**src/rtl/iopt_pkg.sv**
```systemverilog
package iopt_pkg;

   typedef enum logic [2:0] {
      FLT_NONE   = 3'd0,
      FLT_ABSENT = 3'd1,
      FLT_PERM   = 3'd2,
      FLT_ALIGN  = 3'd3,
      FLT_CFG    = 3'd4
   } iopt_fault_e;

   typedef enum logic [1:0] {
      KIND_ABSENT = 2'd0,
      KIND_TABLE  = 2'd1,
      KIND_LEAF   = 2'd2
   } iopt_kind_e;

   typedef enum logic [2:0] {
      ST_IDLE  = 3'd0,
      ST_READ  = 3'd1,
      ST_WAIT  = 3'd2,
      ST_EVAL  = 3'd3,
      ST_SWAP  = 3'd4,
      ST_SWAIT = 3'd5,
      ST_RESP  = 3'd6
   } iopt_state_e;

   localparam int unsigned BIT_RD    = 0;
   localparam int unsigned BIT_WR    = 1;
   localparam int unsigned BIT_LEAF  = 7;
   localparam int unsigned BIT_DIRTY = 9;
   localparam int unsigned BIT_SNOOP = 11;

endpackage

```
**src/rtl/iopt_addr_gen.sv**
```systemverilog
module iopt_addr_gen #(
   parameter int unsigned VA_W   = 57,
   parameter int unsigned IDX_W  = 9,
   parameter int unsigned OFS_W  = 12,
   parameter int unsigned LEVELS = 5,
   parameter int unsigned FRM_W  = 52,
   parameter int unsigned LVL_W  = 3
) (
   input  logic [FRM_W-1:0]         base_frame,
   input  logic [VA_W-1:0]          va,
   input  logic [LVL_W-1:0]         level,
   output logic [FRM_W+OFS_W-1:0]   ent_addr
);

   logic [IDX_W-1:0] idx_by_lvl [LEVELS];
   logic [IDX_W-1:0] idx;
   logic             unused_ofs;

   for (genvar l = 0; l < LEVELS; l++) begin : g_idx
      assign idx_by_lvl[l] = va[OFS_W+IDX_W*l +: IDX_W];
   end

   assign unused_ofs = ^va[OFS_W-1:0];

   always_comb begin
      idx = '0;
      for (int l = 0; l < LEVELS; l++) begin
         if (level == LVL_W'(l)) idx = idx_by_lvl[l];
      end
   end

   assign ent_addr = {base_frame, idx, 3'b000};

endmodule

```
**src/rtl/iopt_entry_decode.sv**
```systemverilog
module iopt_entry_decode
   import iopt_pkg::*;
#(
   parameter int unsigned VA_W        = 57,
   parameter int unsigned PA_W        = 52,
   parameter int unsigned IDX_W       = 9,
   parameter int unsigned OFS_W       = 12,
   parameter int unsigned LEAF_LEVELS = 3,
   parameter int unsigned LVL_W       = 3
) (
   input  logic [63:0]      entry,
   input  logic [LVL_W-1:0] level,
   input  logic [VA_W-1:0]  va,
   input  logic             is_write,
   output iopt_kind_e       kind,
   output logic             misaligned,
   output logic             perm_ok,
   output logic             needs_dirty,
   output logic             snoop,
   output logic [PA_W-1:0]  pa,
   output logic [1:0]       size
);

   localparam int unsigned TOP_SH = OFS_W + IDX_W*(LEAF_LEVELS-1);

   logic [PA_W-1:0] oa;
   logic [PA_W-1:0] pa_by  [LEAF_LEVELS];
   logic            mis_by [LEAF_LEVELS];
   logic            leaf_lvl;
   logic            unused_bits;

   assign oa       = {entry[PA_W-1:OFS_W], {OFS_W{1'b0}}};
   assign leaf_lvl = (level < LVL_W'(LEAF_LEVELS));

   for (genvar l = 0; l < LEAF_LEVELS; l++) begin : g_leaf
      localparam int unsigned SH = OFS_W + IDX_W*l;
      assign pa_by[l] = {oa[PA_W-1:SH], va[SH-1:0]};
      if (l == 0) begin : g_small
         assign mis_by[l] = 1'b0;
      end else begin : g_big
         assign mis_by[l] = |oa[SH-1:OFS_W];
      end
   end

   assign unused_bits = ^{entry[63:PA_W], entry[10], entry[8], entry[6:2],
                          va[VA_W-1:TOP_SH]};

   always_comb begin
      if (entry == 64'd0)                              kind = KIND_ABSENT;
      else if (level == '0)                            kind = KIND_LEAF;
      else if (leaf_lvl && entry[BIT_LEAF])            kind = KIND_LEAF;
      else                                             kind = KIND_TABLE;
   end

   always_comb begin
      pa         = '0;
      misaligned = 1'b0;
      for (int l = 0; l < LEAF_LEVELS; l++) begin
         if (level == LVL_W'(l)) begin
            pa         = pa_by[l];
            misaligned = mis_by[l];
         end
      end
   end

   assign size        = level[1:0];
   assign perm_ok     = is_write ? entry[BIT_WR] : entry[BIT_RD];
   assign needs_dirty = is_write && !entry[BIT_DIRTY];
   assign snoop       = entry[BIT_SNOOP];

endmodule

```
**src/rtl/iopt_walker.sv**
```systemverilog
module iopt_walker
   import iopt_pkg::*;
#(
   parameter int unsigned VA_W        = 57,
   parameter int unsigned PA_W        = 52,
   parameter int unsigned IDX_W       = 9,
   parameter int unsigned OFS_W       = 12,
   parameter int unsigned LEVELS      = 5,
   parameter int unsigned LEAF_LEVELS = 3
) (
   input  logic            clk,
   input  logic            rst_n,
   input  logic            req_valid,
   output logic            req_ready,
   input  logic [VA_W-1:0] req_addr,
   input  logic            req_write,
   input  logic [63:0]     root_ptr,
   input  logic [1:0]      width_code,
   output logic            mem_req_valid,
   output logic            mem_req_swap,
   output logic [63:0]     mem_req_addr,
   output logic [63:0]     mem_req_cmp,
   output logic [63:0]     mem_req_wdata,
   input  logic            mem_rsp_valid,
   input  logic [63:0]     mem_rsp_data,
   output logic            rsp_valid,
   output logic [PA_W-1:0] rsp_pa,
   output logic [1:0]      rsp_size,
   output logic [2:0]      rsp_fault,
   output logic            rsp_snoop
);

   localparam int unsigned ENT_W = 64;
   localparam int unsigned FRM_W = ENT_W - OFS_W;
   localparam int unsigned LVL_W = $clog2(LEVELS);

   if (VA_W != OFS_W + IDX_W*LEVELS) begin : g_bad_va
      $error("VA_W must equal OFS_W + IDX_W*LEVELS");
   end
   if (IDX_W + 3 != OFS_W) begin : g_bad_tbl
      $error("a table of 2**IDX_W 8-byte entries must fill one page");
   end
   if (PA_W > ENT_W || PA_W <= OFS_W + IDX_W*(LEAF_LEVELS-1)) begin : g_bad_pa
      $error("PA_W out of range");
   end
   if (LEAF_LEVELS > 4 || LEAF_LEVELS > LEVELS) begin : g_bad_leaf
      $error("LEAF_LEVELS out of range");
   end

   iopt_state_e      state_q;
   logic [VA_W-1:0]  va_q;
   logic             wr_q;
   logic [LVL_W-1:0] level_q;
   logic [FRM_W-1:0] base_q;
   logic [63:0]      entry_q;
   iopt_fault_e      fault_q;
   logic [PA_W-1:0]  pa_q;
   logic [1:0]       size_q;
   logic             snoop_q;

   iopt_kind_e       d_kind;
   logic             d_mis, d_perm, d_dirty, d_snoop;
   logic [PA_W-1:0]  d_pa;
   logic [1:0]       d_size;
   iopt_fault_e      eval_fault;
   logic             unused_root;

   assign unused_root = ^root_ptr[OFS_W-1:0];

   iopt_addr_gen #(
      .VA_W(VA_W), .IDX_W(IDX_W), .OFS_W(OFS_W),
      .LEVELS(LEVELS), .FRM_W(FRM_W), .LVL_W(LVL_W)
   ) u_addr (
      .base_frame (base_q),
      .va         (va_q),
      .level      (level_q),
      .ent_addr   (mem_req_addr)
   );

   iopt_entry_decode #(
      .VA_W(VA_W), .PA_W(PA_W), .IDX_W(IDX_W), .OFS_W(OFS_W),
      .LEAF_LEVELS(LEAF_LEVELS), .LVL_W(LVL_W)
   ) u_dec (
      .entry       (entry_q),
      .level       (level_q),
      .va          (va_q),
      .is_write    (wr_q),
      .kind        (d_kind),
      .misaligned  (d_mis),
      .perm_ok     (d_perm),
      .needs_dirty (d_dirty),
      .snoop       (d_snoop),
      .pa          (d_pa),
      .size        (d_size)
   );

   always_comb begin
      eval_fault = FLT_NONE;
      if (d_kind == KIND_ABSENT)   eval_fault = FLT_ABSENT;
      else if (d_kind == KIND_LEAF) begin
         if (d_mis)                eval_fault = FLT_ALIGN;
         else if (!d_perm)         eval_fault = FLT_PERM;
      end
   end

   always_ff @(posedge clk or negedge rst_n) begin
      if (!rst_n) begin
         state_q <= ST_IDLE;
         va_q    <= '0;
         wr_q    <= 1'b0;
         level_q <= '0;
         base_q  <= '0;
         entry_q <= '0;
         fault_q <= FLT_NONE;
         pa_q    <= '0;
         size_q  <= '0;
         snoop_q <= 1'b0;
      end else begin
         case (state_q)
            ST_IDLE: if (req_valid) begin
               va_q   <= req_addr;
               wr_q   <= req_write;
               base_q <= root_ptr[ENT_W-1:OFS_W];
               if (width_code == 2'd0) begin
                  fault_q <= FLT_CFG;
                  pa_q    <= '0;
                  size_q  <= '0;
                  snoop_q <= 1'b0;
                  state_q <= ST_RESP;
               end else begin
                  level_q <= LVL_W'(width_code) + LVL_W'(1);
                  state_q <= ST_READ;
               end
            end
            ST_READ:  state_q <= ST_WAIT;
            ST_WAIT: if (mem_rsp_valid) begin
               entry_q <= mem_rsp_data;
               state_q <= ST_EVAL;
            end
            ST_EVAL: begin
               if (d_kind == KIND_TABLE) begin
                  base_q  <= FRM_W'(entry_q[PA_W-1:OFS_W]);
                  level_q <= level_q - LVL_W'(1);
                  state_q <= ST_READ;
               end else if (eval_fault == FLT_NONE && d_dirty) begin
                  state_q <= ST_SWAP;
               end else begin
                  fault_q <= eval_fault;
                  pa_q    <= (eval_fault == FLT_NONE) ? d_pa : '0;
                  size_q  <= (eval_fault == FLT_NONE) ? d_size : 2'd0;
                  snoop_q <= (eval_fault == FLT_NONE) && d_snoop;
                  state_q <= ST_RESP;
               end
            end
            ST_SWAP:  state_q <= ST_SWAIT;
            ST_SWAIT: if (mem_rsp_valid) begin
               if (mem_rsp_data == entry_q) begin
                  fault_q <= FLT_NONE;
                  pa_q    <= d_pa;
                  size_q  <= d_size;
                  snoop_q <= d_snoop;
                  state_q <= ST_RESP;
               end else begin
                  entry_q <= mem_rsp_data;
                  state_q <= ST_EVAL;
               end
            end
            ST_RESP:  state_q <= ST_IDLE;
            default:  state_q <= ST_IDLE;
         endcase
      end
   end

   assign req_ready     = (state_q == ST_IDLE);
   assign mem_req_valid = (state_q == ST_READ) || (state_q == ST_SWAP);
   assign mem_req_swap  = (state_q == ST_SWAP);
   assign mem_req_cmp   = entry_q;
   assign mem_req_wdata = entry_q | (64'd1 << BIT_DIRTY);
   assign rsp_valid     = (state_q == ST_RESP);
   assign rsp_pa        = pa_q;
   assign rsp_size      = size_q;
   assign rsp_fault     = fault_q;
   assign rsp_snoop     = snoop_q;

endmodule

```
**config.mk**
```make
export PLATFORM = sky130hd
export DESIGN_NAME = iopt_walker
export DESIGN_NICKNAME = d
export VERILOG_FILES = /design/src/rtl/iopt_pkg.sv /design/src/rtl/iopt_addr_gen.sv /design/src/rtl/iopt_entry_decode.sv /design/src/rtl/iopt_walker.sv
export SDC_FILE = /design/constraint.sdc
export NUM_CORES = 1
export LEC_CHECK = 0
export BUFFER_PORTS_ARGS = -buffer_cell sky130_fd_sc_hd__buf_2
export CAP_MARGIN = 10
export CORE_AREA = 2 2 174 176
export DETAILED_ROUTE_END_ITERATION = 8
export DIE_AREA = 0 0 176 178
export PLACE_DENSITY = 0.68
export SETUP_SLACK_MARGIN = 0.4
export SLEW_MARGIN = 20
export SYNTH_ARGS = -nofsm -noshare
export SYNTH_HDL_FRONTEND = slang
export SYNTH_SLANG_ARGS = --single-unit
```
**constraint.sdc**
```tcl
create_clock -name clk -period 3.26 [get_ports clk]
set_input_delay 0.489 -clock clk [delete_from_list [all_inputs] [get_ports clk]]
set_output_delay 0.489 -clock clk [all_outputs]
set_load 0.03 [all_outputs]
```
==> impl_results.md, run 1 <==
- Grt ovf: 0
- Clock Skew: 0.0148 ns
- Post-synth ARST share: 100%
- Cell Pwr Density: 1340 nW/um^2
- RSZ-0062 raised after global routing: yes
- PnR worst setup slack: 0.412 ns
- Port bufs: 429
- DRC Markers: 0
- Initial Utilization: 39.9%
- Hold crit path type: in2reg
- Final setup vio count: 0
- TNS Setup: 0 ns
- CP startpoint kind: flop
- Worst reg2reg setup slack: 0.41 ns
- Min Hold Slack: 0.162 ns
- Peak VDD IR: 948 uV
- Synthesized flop and latch total: 238
- Post-route clock period utilization: 87.4%
- Netlist cell types: 55
- Syn Area/Cell: 10.9 um^2
- Pre-CTS setup slack: 0.243 ns
- Hold Fails Final Rpt: 0
- Largest net degree at the start of global routing: 87
- Fraction of layout cells with a size suffix above 1: 47.4%
- Number of synthesized flops with an enable pin: 0
- Drt pass-1 iters: 5
- Initial antenna violation count: 8
- Cell Rows: 63
- GR Util All Layers: 24.5%
- Status: finished clean
- Final Non-Filler Cells: 1898
- Placed wire-length estimate: 28800 um
- Yosys Warn Count: 0
- Num ports: 446
- Critical-path maximum fanout: 20
- Fmax: 351 MHz
- Slowest-stage cell, CP: or4_4
- Core area: 29400 um^2
- Worst rel slew slack: 51.2%
- Routed WL: 41300 um
- Clk pin slew, worst setup/hold paths: 0.06 ns
- Number of global-route vias before repair: 9553
- First-pass GRT wire length: 58000 um
- Root buffer selected by CTS: clkbuf_16
- CP endpoint kind: flop
- Setup Crit Path Kind: reg2reg
- DP Cell Count: 1820
- DR vias/cell: 5.20
- Max stage delay on crit path: 0.57 ns
- Tmin final: 2.85 ns
- Via count: 9874
- H-tree levels: 1
- Die H: 178 um
- Gp weighted congestion: 0.849
- Actual slew at the worst max-slew pin: 0.731 ns
- Mapped Area: 11700 um^2
- CTS tree: done
- Max-Cap Viols: 0
- Most common cell after layout, fill and taps aside: buf_2
- Clock latency on the worst-skew pair: 0.53 ns
- CTS Buf Count: 27
- DR iter-0 viols: 749
- Static leakage: 7.88 nW
- WL/cell: 21.7 um
- Fin. max-slew vios: 0
- Critical Path AT: 3.25 ns
- Die area: 31300 um^2
- Antenna Nets Post-Route: 0
- Clock Path Buffers: 3
- Required time worst endpoint: 3.66 ns
- Final #Nets: 1681
- Clk sinks: 238
- Die width: 176 um
- Sequential area share after synthesis: 50.7%
- Most frequent cells in the layout: buf_2 (419), dfrtp_1 (229), nand2_1 (127), mux2_2 (106), buf_4 (64)
- Post-Syn Instances: 1075
- Crit-path cells: nor4_2, nand3_1, or4_4, or2_1, buf_4, a31oi_4, buf_12, clkbuf_16, o21ai_0
- Main synth FF type: dfrtp_1
- Area grow syn2layout: 33.3%
## metrics by stage
step | cell area, um^2 | util, % | power, W
6_report | 15600 | 53.2 | 0.0210
5_1_grt | 15600 | 53.2 | 0.0221
4_1_cts | 15300 | 52.2 | 0.0205
3_5_place_dp | 14100 | 48.1 | 0.0167
3_3_place_gp | 14100 | 48.1 | 0.0165
2_1_floorplan | 11700 | - | 0.0134
## layer usage
metal | share of wire [%] | GRT usage (%)
met1 | 42 | 32.9
met2 | 48 | 40.5
met3 | 6.7 | 3.90
met4 | 3.0 | 8.40
met5 | 0.032 | 0
## state kept, by name, indices dropped and copies added (netlist names)
| register | cells |
|---|---|
| va_q | 57 |
| mem_req_cmp | 64 |
| base_q | 52 |
| rsp_fault | 3 |
| level_q | 3 |
| state_q | 3 |
| rsp_size | 2 |
| rsp_snoop | 1 |
| wr_q | 1 |
| rsp_pa | 52 |
## synthesized netlist by cell type (all sizes together), types with 2 or more instances
library cell / number / share of area [%]
dfrtp: 238 / 51
nand2: 127 / 4.1
mux2: 110 / 11
buf: 100 / 6.3
o21ai: 75 / 3.3
xor2: 64 / 4.8
o31ai: 54 / 3.5
mux2i: 51 / 4.3
inv: 40 / 1.3
a21oi: 35 / 1.5
clkbuf: 33 / 1.1
nor4: 29 / 1.7
nor2: 27 / 0.86
a22o: 13 / 0.97
a22oi: 9 / 0.58
and3: 9 / 0.48
ha: 7 / 0.75
or2: 5 / 0.27
nand3: 4 / 0.17
nand4: 4 / 0.21
a21o: 3 / 0.19
nor2b: 3 / 0.16
nor3b: 3 / 0.19
or3: 3 / 0.16
or4: 3 / 0.19
a21boi: 2 / 0.13
a31oi: 2 / 0.16
and2: 2 / 0.11
conb: 2 / 0.064
nor3: 2 / 0.085
o21bai: 2 / 0.16
o221ai: 2 / 0.20
xnor2: 2 / 0.15
## cell families (layout without fill, tap and decap cells)
| logic type | after synthesis | count (layout) | synth area share [%] |
|---|---|---|---|
| AO/OA/AOI/OAI | 205 | 205 | 11.2 |
| XOR/XNOR | 66 | 66 | 4.92 |
| adder cells (fa/ha/maj) | 7 | 7 | 0.746 |
| buffers and inverters | 173 | 597 | 8.65 |
| flip-flops | 238 | 238 | 50.7 |
| multiplexers | 161 | 161 | 14.9 |
| other | 2 | 11 | 0.0640 |
| AND/OR/NAND/NOR | 223 | 223 | 8.73 |
## cell type report
type | instances | area (um^2)
antenna | 7 | 17.5
clock buffer | 39 | 811
clock inverter | 9 | 155
fill | 2650 | 13800
inverter | 40 | 150
multi-input combinational | 666 | 5000
sequential | 238 | 5970
tap | 390 | 488
timing repair buffer | 509 | 3060
## timing repair
action                     4_1_cts  5_1_grt
setup buffers                   10        6
pin swaps                        3       26
gates resized for setup         40       33
cloned                           2        4
hold buffers                     1        0
hold endpoints to repair        78        0
setup endpoints to repair      135      167
## path summary, 6_finish.rpt
kind	start	endpoint	cells past startpoint
min in group asynchronous	rst_n	base_q[20]	2
max in group asynchronous	rst_n	rsp_pa[0]	3
worst min register to register	rsp_pa[7]	rsp_pa[7]	2
worst max-delay path	mem_req_cmp[32]	base_q[2]	9
worst min-delay path	req_addr[0]	va_q[0]	3
worst max register to register	mem_req_cmp[32]	base_q[2]	9
## critical path: cells and delay by family, from the launching register on
kind,cells,cell delay (ns)
AND/OR/NAND/NOR,4,1.40
buffers and inverters,3,0.53
AO/OA/AOI/OAI,2,0.38
flip-flops,1,0.40
## where the power goes
part / leakage [nW] / internal [W] / switching [W] / total [W]
registers: 2.96 / 0.00442 / 0.00142 / 0.00584
clock network: 0.474 / 0.00203 / 0.00126 / 0.00329
logic: 4.44 / 0.00424 / 0.00767 / 0.0119
(Power assumes the default switching activity.)
==> run 2, diff against run 1 <==
Settings changed: BUFFER_PORTS_ARGS -buffer_cell sky130_fd_sc_hd__buf_2 to unset, DONT_BUFFER_PORTS set to 1, PLACE_DENSITY 0.68 to 0.55, SLEW_MARGIN 20 to 10.
==> run 2 against run 1 <==
  * Combinational power down 19%
  * Clock power hardly changed
  * Design area shrank 11%
  * Fmax rose by 1.1%
  * First-iteration DRC count fell by 42%
  * Sequential power increased by 19%
  * Non-clock buffer count down 383
  * Cell count down 20%
  * Utilization is 5.8 points lower
  * Critical path depth grew 2
  * Critical endpoint is now mem_req_cmp[40]
  * Clock-buffer cell count decreased by 4
  * Critical path type unchanged
  * Hold slack lost 0.49 ns
  * The flow now finishes with violations (negative hold slack)
==> impl_results.md, run 2 (synthesis results as in run 1) <==
- Tmin final: 2.82 ns (-0.0296 ns)
- Startpoint of the worst register-to-register path: mem_req_cmp[57]
- Combinational power share: 48.5% (-8.1 points)
- TNS Setup: 0 ns (unchanged)
- Status: finished with violations
- PnR worst setup slack: 0.442 ns (+0.0296 ns)
- Antenna Nets Post-Route: 0 (unchanged)
- Grt ovf: 0 (unchanged)
- Pwr Total: 0.0198 W (-5.7%)
- Sequential Area: 5960 um^2 (-0.17%)
- Pre-CTS setup slack: 0.193 ns (-0.0503 ns)
- Fill cells: 2660 (+0.38%)
- WL/cell: 24.7 um (+13%)
- Most common cell after layout, fill and taps aside: dfrtp_1
- Core area: 29400 um^2 (unchanged)
- Most frequent cells in the layout: dfrtp_1 (237), nand2_1 (127), buf_4 (101), xor2_1 (63), mux2_2 (62)
- DP Cell Count: 1437 (-21%)
- Critical-path maximum fanout: 8 (-60%)
- Final #Nets: 1298 (-23%)
- CP endpoint kind: flop
- Fmax: 355 MHz (+1.1%)
- Failing checks: negative hold slack
- GR Util All Layers: 22.7% (-1.8 points)
- R2R depth: 11 (+2)
- Drt pass-1 iters: 4 (-1)
- Clock Skew: 0.0146 ns (-0.000181 ns)
- Initial Utilization: 39.9% (unchanged)
- CTS tree: done
- Static leakage: 6.52 nW (-17%)
- Hold crit path type: in2async
- Die width: 176 um (unchanged)
- Clock latency on the worst-skew pair: 0.53 ns (about the same)
- Worst rel slew slack: 40.0% (-11 points)
- Clk sinks: 238 (unchanged)
- Root buffer selected by CTS: clkbuf_16
- Cell Rows: 63 (unchanged)
- DR iter-0 viols: 434 (-42%)
- Port bufs: 0 (-100%)
- Clock Path Buffers: 3 (unchanged)
- Post-route clock period utilization: 86.4% (-0.91 points)
- Fin. max-slew vios: 0 (unchanged)
- Required time worst endpoint: 3.67 ns (about the same)
- Largest register FFs: 64 (unchanged)
- CTS Buf Count: 27 (unchanged)
- Sequential Power Share: 35.0% (+7.2 points)
- Cell Pwr Density: 1420 nW/um^2 (+5.7%)
- Multi-input gate area: 5180 um^2 (+3.7%)
- Peak VDD IR: 752 uV (-21%)
- Largest net degree at the start of global routing: 239 (+170%)
- Clk pin slew, worst setup/hold paths: 0.06 ns (about the same)
- Setup Crit Path Kind: reg2reg
- Fraction of layout cells with a size suffix above 1: 29.3% (-18 points)
- Capturing point of the worst reg2reg path: mem_req_cmp[40]
- Via count: 8107 (-18%)
- Max-Cap Viols: 0 (unchanged)
- H-tree levels: 1 (unchanged)
- Routed WL: 37200 um (-9.8%)
- Die area: 31300 um^2 (unchanged)
- First-pass GRT wire length: 53000 um (-8.7%)
- Switching power: 0.00970 W (-6.2%)
- Number of global-route vias before repair: 8298 (-13%)
- Area grow syn2layout: 18.9%
- Critical Path AT: 3.23 ns (-0.02 ns)
- Min Hold Slack: -0.332 ns (-0.493 ns)
- Cell-internal power: 0.0101 W (-5.3%)
- DRC Markers: 0 (unchanged)
- Sw Share: 48.9% (-0.24 points)
- DR vias/cell: 5.37 (+3.3%)
- CP startpoint kind: flop
- Gp weighted congestion: 0.775 (-8.7%)
- Die H: 178 um (unchanged)
- Hold Fails Final Rpt: 238 (+238)
- Final Non-Filler Cells: 1509 (-20%)
- Placed wire-length estimate: 26400 um (-8.3%)
- Actual slew at the worst max-slew pin: 0.900 ns (+0.169 ns)
- Final setup vio count: 0 (unchanged)
- Clock power share: 16.5% (+0.9 points)
- Num ports: 446 (unchanged)
- Worst reg2reg setup slack: 0.44 ns (+0.03 ns)
- Initial antenna violation count: 2 (-6)
- RSZ-0062 raised after global routing: yes
run 2: cell types whose count changed in the layout (fill, tap and decap cells not counted), sizes merged, moves of 4 or more:
| cell | before | now |
|---|---|---|
| buf | 505 | 123 |
| clkbuf | 42 | 38 |
| diode | 7 | 1 |
| clkinv | 3 | 7 |
run 2: critical path: stages (launching register included):
cell and delay, ns:
dfrtp_1 0.38, buf_4 0.19, xor2_1 0.19, nor4_1 0.38
nand4_1 0.20, nor4_4 0.23, buf_4 0.17, nor2_2 0.05
o21ai_4 0.22, buf_8 0.19, clkbuf_16 0.19, mux2_4 0.31
run 2: final cells by class:
class / instances / share of cell area, %
Antenna cell: 1 / 0.0179
Clock buffer: 35 / 5.42
Clock inverter: 13 / 1.41
Inverter: 40 / 1.09
Multi-Input combinational cell: 666 / 37.1
Sequential cell: 238 / 42.7
Tap cell: 390 / 3.50
Timing Repair Buffer: 126 / 8.75
run 2: what timing repair did:
| action | in CTS | in global routing |
|---|---|---|
| gates resized for setup | 29 | 88 |
| pin swaps | 5 | 18 |
| setup buffers | 11 | 5 |
| hold endpoints to repair | 238 | 238 |
| setup endpoints to repair | 119 | 150 |
| cloned | 3 | 4 |
run 2: worst max path at each step:
stage / start / endpoint / slack [ns]
finish: mem_req_cmp[57] / mem_req_cmp[40] / 0.44
global route: level_q[1] / mem_req_addr[4] / 0.30
CTS: level_q[0] / mem_req_addr[4] / 0.39
detailed placement: mem_req_cmp[24] / rsp_pa[51] / 0.19
global placement: mem_req_cmp[24] / rsp_pa[51] / 0.15
floorplan: level_q[0] / mem_req_addr[10] / 0.56
run 2: power by group through the flow:
stage	clock network, W	logic (W)	registers [W]
2_1_floorplan	0	0.00585	0.00753
3_3_place_gp	0	0.00863	0.00693
3_5_place_dp	0	0.00876	0.00696
4_1_cts	0.00334	0.00911	0.00693
5_1_grt	0.00346	0.0103	0.00714
6_report	0.00327	0.00963	0.00695
run 2: routing by layer:
metal  GRT usage, %  routed length, um  vias to the layer above
li1               -                  -                     3727
met1           28.1              14900                     3962
met2           37.6              17900                      352
met3           7.84               3390                       64
met4           6.40                973                        2
met5              0                 12                        -
run 2: metrics by stage:
stage	cell area [um^2]	hold WS [ns]	util [%]
6_report	14000	-0.332	47.5
5_1_grt	14000	-0.365	47.5
4_1_cts	13500	-0.362	46.0
3_5_place_dp	12300	0.204	41.8
3_3_place_gp	12300	0.201	41.8
2_1_floorplan	11700	0.193	-
==> run 3, diff against run 2 <==
Settings changed: GPL_TIMING_DRIVEN set to 0.
Clock period 3.26 ns to 2.75 ns, I/O delays scaled along.
==> run 3 against run 2 <==
  * The flow finishes with violations (negative hold slack, negative setup slack)
  * Via count is 7.8% higher
  * Routed wire length is 12% higher
  * Highest routed layer is now met4
  * Flip-flop and latch count stayed put
  * Largest cell class unchanged
  * Total power is 30% higher
  * Setup slack worse by 0.56 ns
  * First-iteration DRC count is 7.1% higher
==> impl_results.md, run 3 (synthesis results as in run 1) <==
- Status: finished with violations
- Failing checks: negative hold slack, negative setup slack
- Cell Rows: 63 (unchanged)
- DR vias/cell: 5.38 (+0.20%)
- Clk pin slew, worst setup/hold paths: 0.06 ns (about the same)
- Die area: 31300 um^2 (unchanged)
- Area after DPL: 12400 um^2 (+1.3%)
- Clk sinks: 238 (unchanged)
- Setup Crit Path Kind: reg2reg
- Num ports: 446 (unchanged)
- DR iter-0 viols: 465 (+7.1%)
- CP endpoint kind: flop
- Placed wire-length estimate: 29100 um (+10%)
- Hold Fails Final Rpt: 238 (unchanged)
- Initial antenna violation count: 3 (+1)
- Pwr Total: 0.0259 W (+30%)
- Via count: 8737 (+7.8%)
- Max stage delay on crit path: 0.62 ns (+0.24 ns)
- Die width: 176 um (unchanged)
- Pre-CTS setup slack: -0.591 ns (-0.784 ns)
- Port bufs: 0 (unchanged)
- Root buffer selected by CTS: clkbuf_16
- Antenna Nets Post-Route: 0 (unchanged)
- RSZ-0062 raised after global routing: yes
- DRC Markers: 0 (unchanged)
- GR Util All Layers: 24.9% (+2.2 points)
- Most common cell after layout, fill and taps aside: dfrtp_1
- Fin. max-slew vios: 0 (unchanged)
- Initial Utilization: 39.9% (unchanged)
- Number of global-route vias before repair: 8828 (+6.4%)
- Most frequent cells in the layout: dfrtp_1 (182), nand2_1 (85), buf_4 (83), dlygate4sd3_1 (66), mux2_4 (63)
- Hold crit path type: in2async
- Gp weighted congestion: 0.801 (+3.4%)
- Cell Pwr Density: 1630 nW/um^2 (+15%)
- Design area: 15900 um^2 (+14%)
- PnR worst setup slack: -0.116 ns (-0.558 ns)
- Critical-path maximum fanout: 8 (unchanged)
- Static leakage: 7.25 nW (+11%)
- Clock latency on the worst-skew pair: 0.54 ns (about the same)
- Final setup vio count: 160 (+160)
- Routed WL: 41500 um (+12%)
- Final #Nets: 1409 (+8.6%)
- Fmax: 349 MHz (-1.7%)
- WL/cell: 25.6 um (+3.8%)
- CTS tree: done
- CTS Buf Count: 27 (unchanged)
- Fill cells: 2544 (-4.4%)
- Area grow syn2layout: 35.3%
- Post-route clock period utilization: 104% (+18 points)
- Critical Path AT: 3.32 ns (+0.09 ns)
- Clock Path Buffers: 3 (unchanged)
- CP startpoint kind: flop
- Drt pass-1 iters: 5 (+1)
- Die H: 178 um (unchanged)
- Crit-path cells: or4_4, nor3_4, nand3_2, or2_4, a31oi_4, buf_12, buf_16, a21o_1, mux2i_1
- Required time worst endpoint: 3.20 ns (-0.47 ns)
- Grt ovf: 0 (unchanged)
- Slowest-stage cell, CP: or4_4
- Peak VDD IR: 941 uV (+25%)
- Actual slew at the worst max-slew pin: 0.850 ns (-0.0503 ns)
- First-pass GRT wire length: 57900 um (+9.2%)
- Largest register FFs: 64 (unchanged)
- Max-Cap Viols: 0 (unchanged)
- Largest net degree at the start of global routing: 239 (unchanged)
- Min Hold Slack: -0.435 ns (-0.104 ns)
- Worst rel slew slack: 43.3% (+3.4 points)
- Tmin final: 2.87 ns (+0.0479 ns)
- Core area: 29400 um^2 (unchanged)
- Clock Skew: 0.0101 ns (-0.00453 ns)
- H-tree levels: 1 (unchanged)
- Layout Utilization: 54.0% (+6.6 points)
- Fraction of layout cells with a size suffix above 1: 42.4% (+13 points)
==> run 3: path summary, 6_finish.rpt <==
check	startpoint	end	slack [ns]	cells past startpoint
min reg2reg	va_q[36]	va_q[36]	0.51	1
max reg2reg	mem_req_cmp[25]	level_q[1]	-0.12	9
min in group clk	req_addr[4]	va_q[4]	0.01	2
max	mem_req_cmp[25]	level_q[1]	-0.12	9
max in group asynchronous	rst_n	mem_req_cmp[0]	2.86	0
min	rst_n	base_q[23]	-0.44	0
==> run 3: critical path, delay by kind of cell (launching register included) <==
family | cells | cell delay (ns)
buffers and inverters | 2 | 0.34
AO/OA/AOI/OAI | 2 | 0.34
multiplexers | 1 | 0.22
AND/OR/NAND/NOR | 4 | 1.27
flip-flops | 1 | 0.58
==> run 3: per-stage QoR <==
step                      setup TNS, ns  hold WS (ns)  cells
final                             -8.16        -0.435   1623
after global routing             -23.67        -0.454   1623
after CTS                        -14.10        -0.451   1595
after detailed placement         -82.42         0.126   1467
after global placement           -81.08         0.125   1467
after floorplan                       0         0.117   1077
==> run 3: layer usage <==
layer	routed length (um)	vias up	global-route usage [%]
li1	-	3961	-
met1	17100	4382	31.7
met2	20100	353	41.5
met3	3610	41	7.76
met4	751	0	6.16
met5	0	-	0
==> run 3: timing repair <==
action | 4_1_cts | 5_1_grt
setup buffers | 13 | 12
setup endpoints to repair | 249 | 247
gates resized for setup | 109 | 269
pin swaps | 31 | 41
endpoints found under the hold margin | 302 | 240
gates cloned | 1 | 12
hold buffers | 64 | 2
==> run 3: power by group <==
group	total (W)	internal, W	switching, W
Sequential	0.0103	0.00532	0.00500
Combinational	0.0118	0.00554	0.00627
Clock	0.00373	0.00223	0.00150
Total	0.0259	0.0131	0.0128
==> run 3: area by class of cell <==
type                       instances  area, um^2  share of cell area (%)
antenna                            2        5.00                  0.0315
timing repair buffer             104        1240                    7.83
clock inverter                     9         103                   0.646
clock buffer                      41         818                    5.15
buffer                           133        1190                    7.52
sequential                       238        6060                    38.1
multi-input combinational        666        5820                    36.6
inverter                          40         155                   0.977
tap                              390         488                    3.07
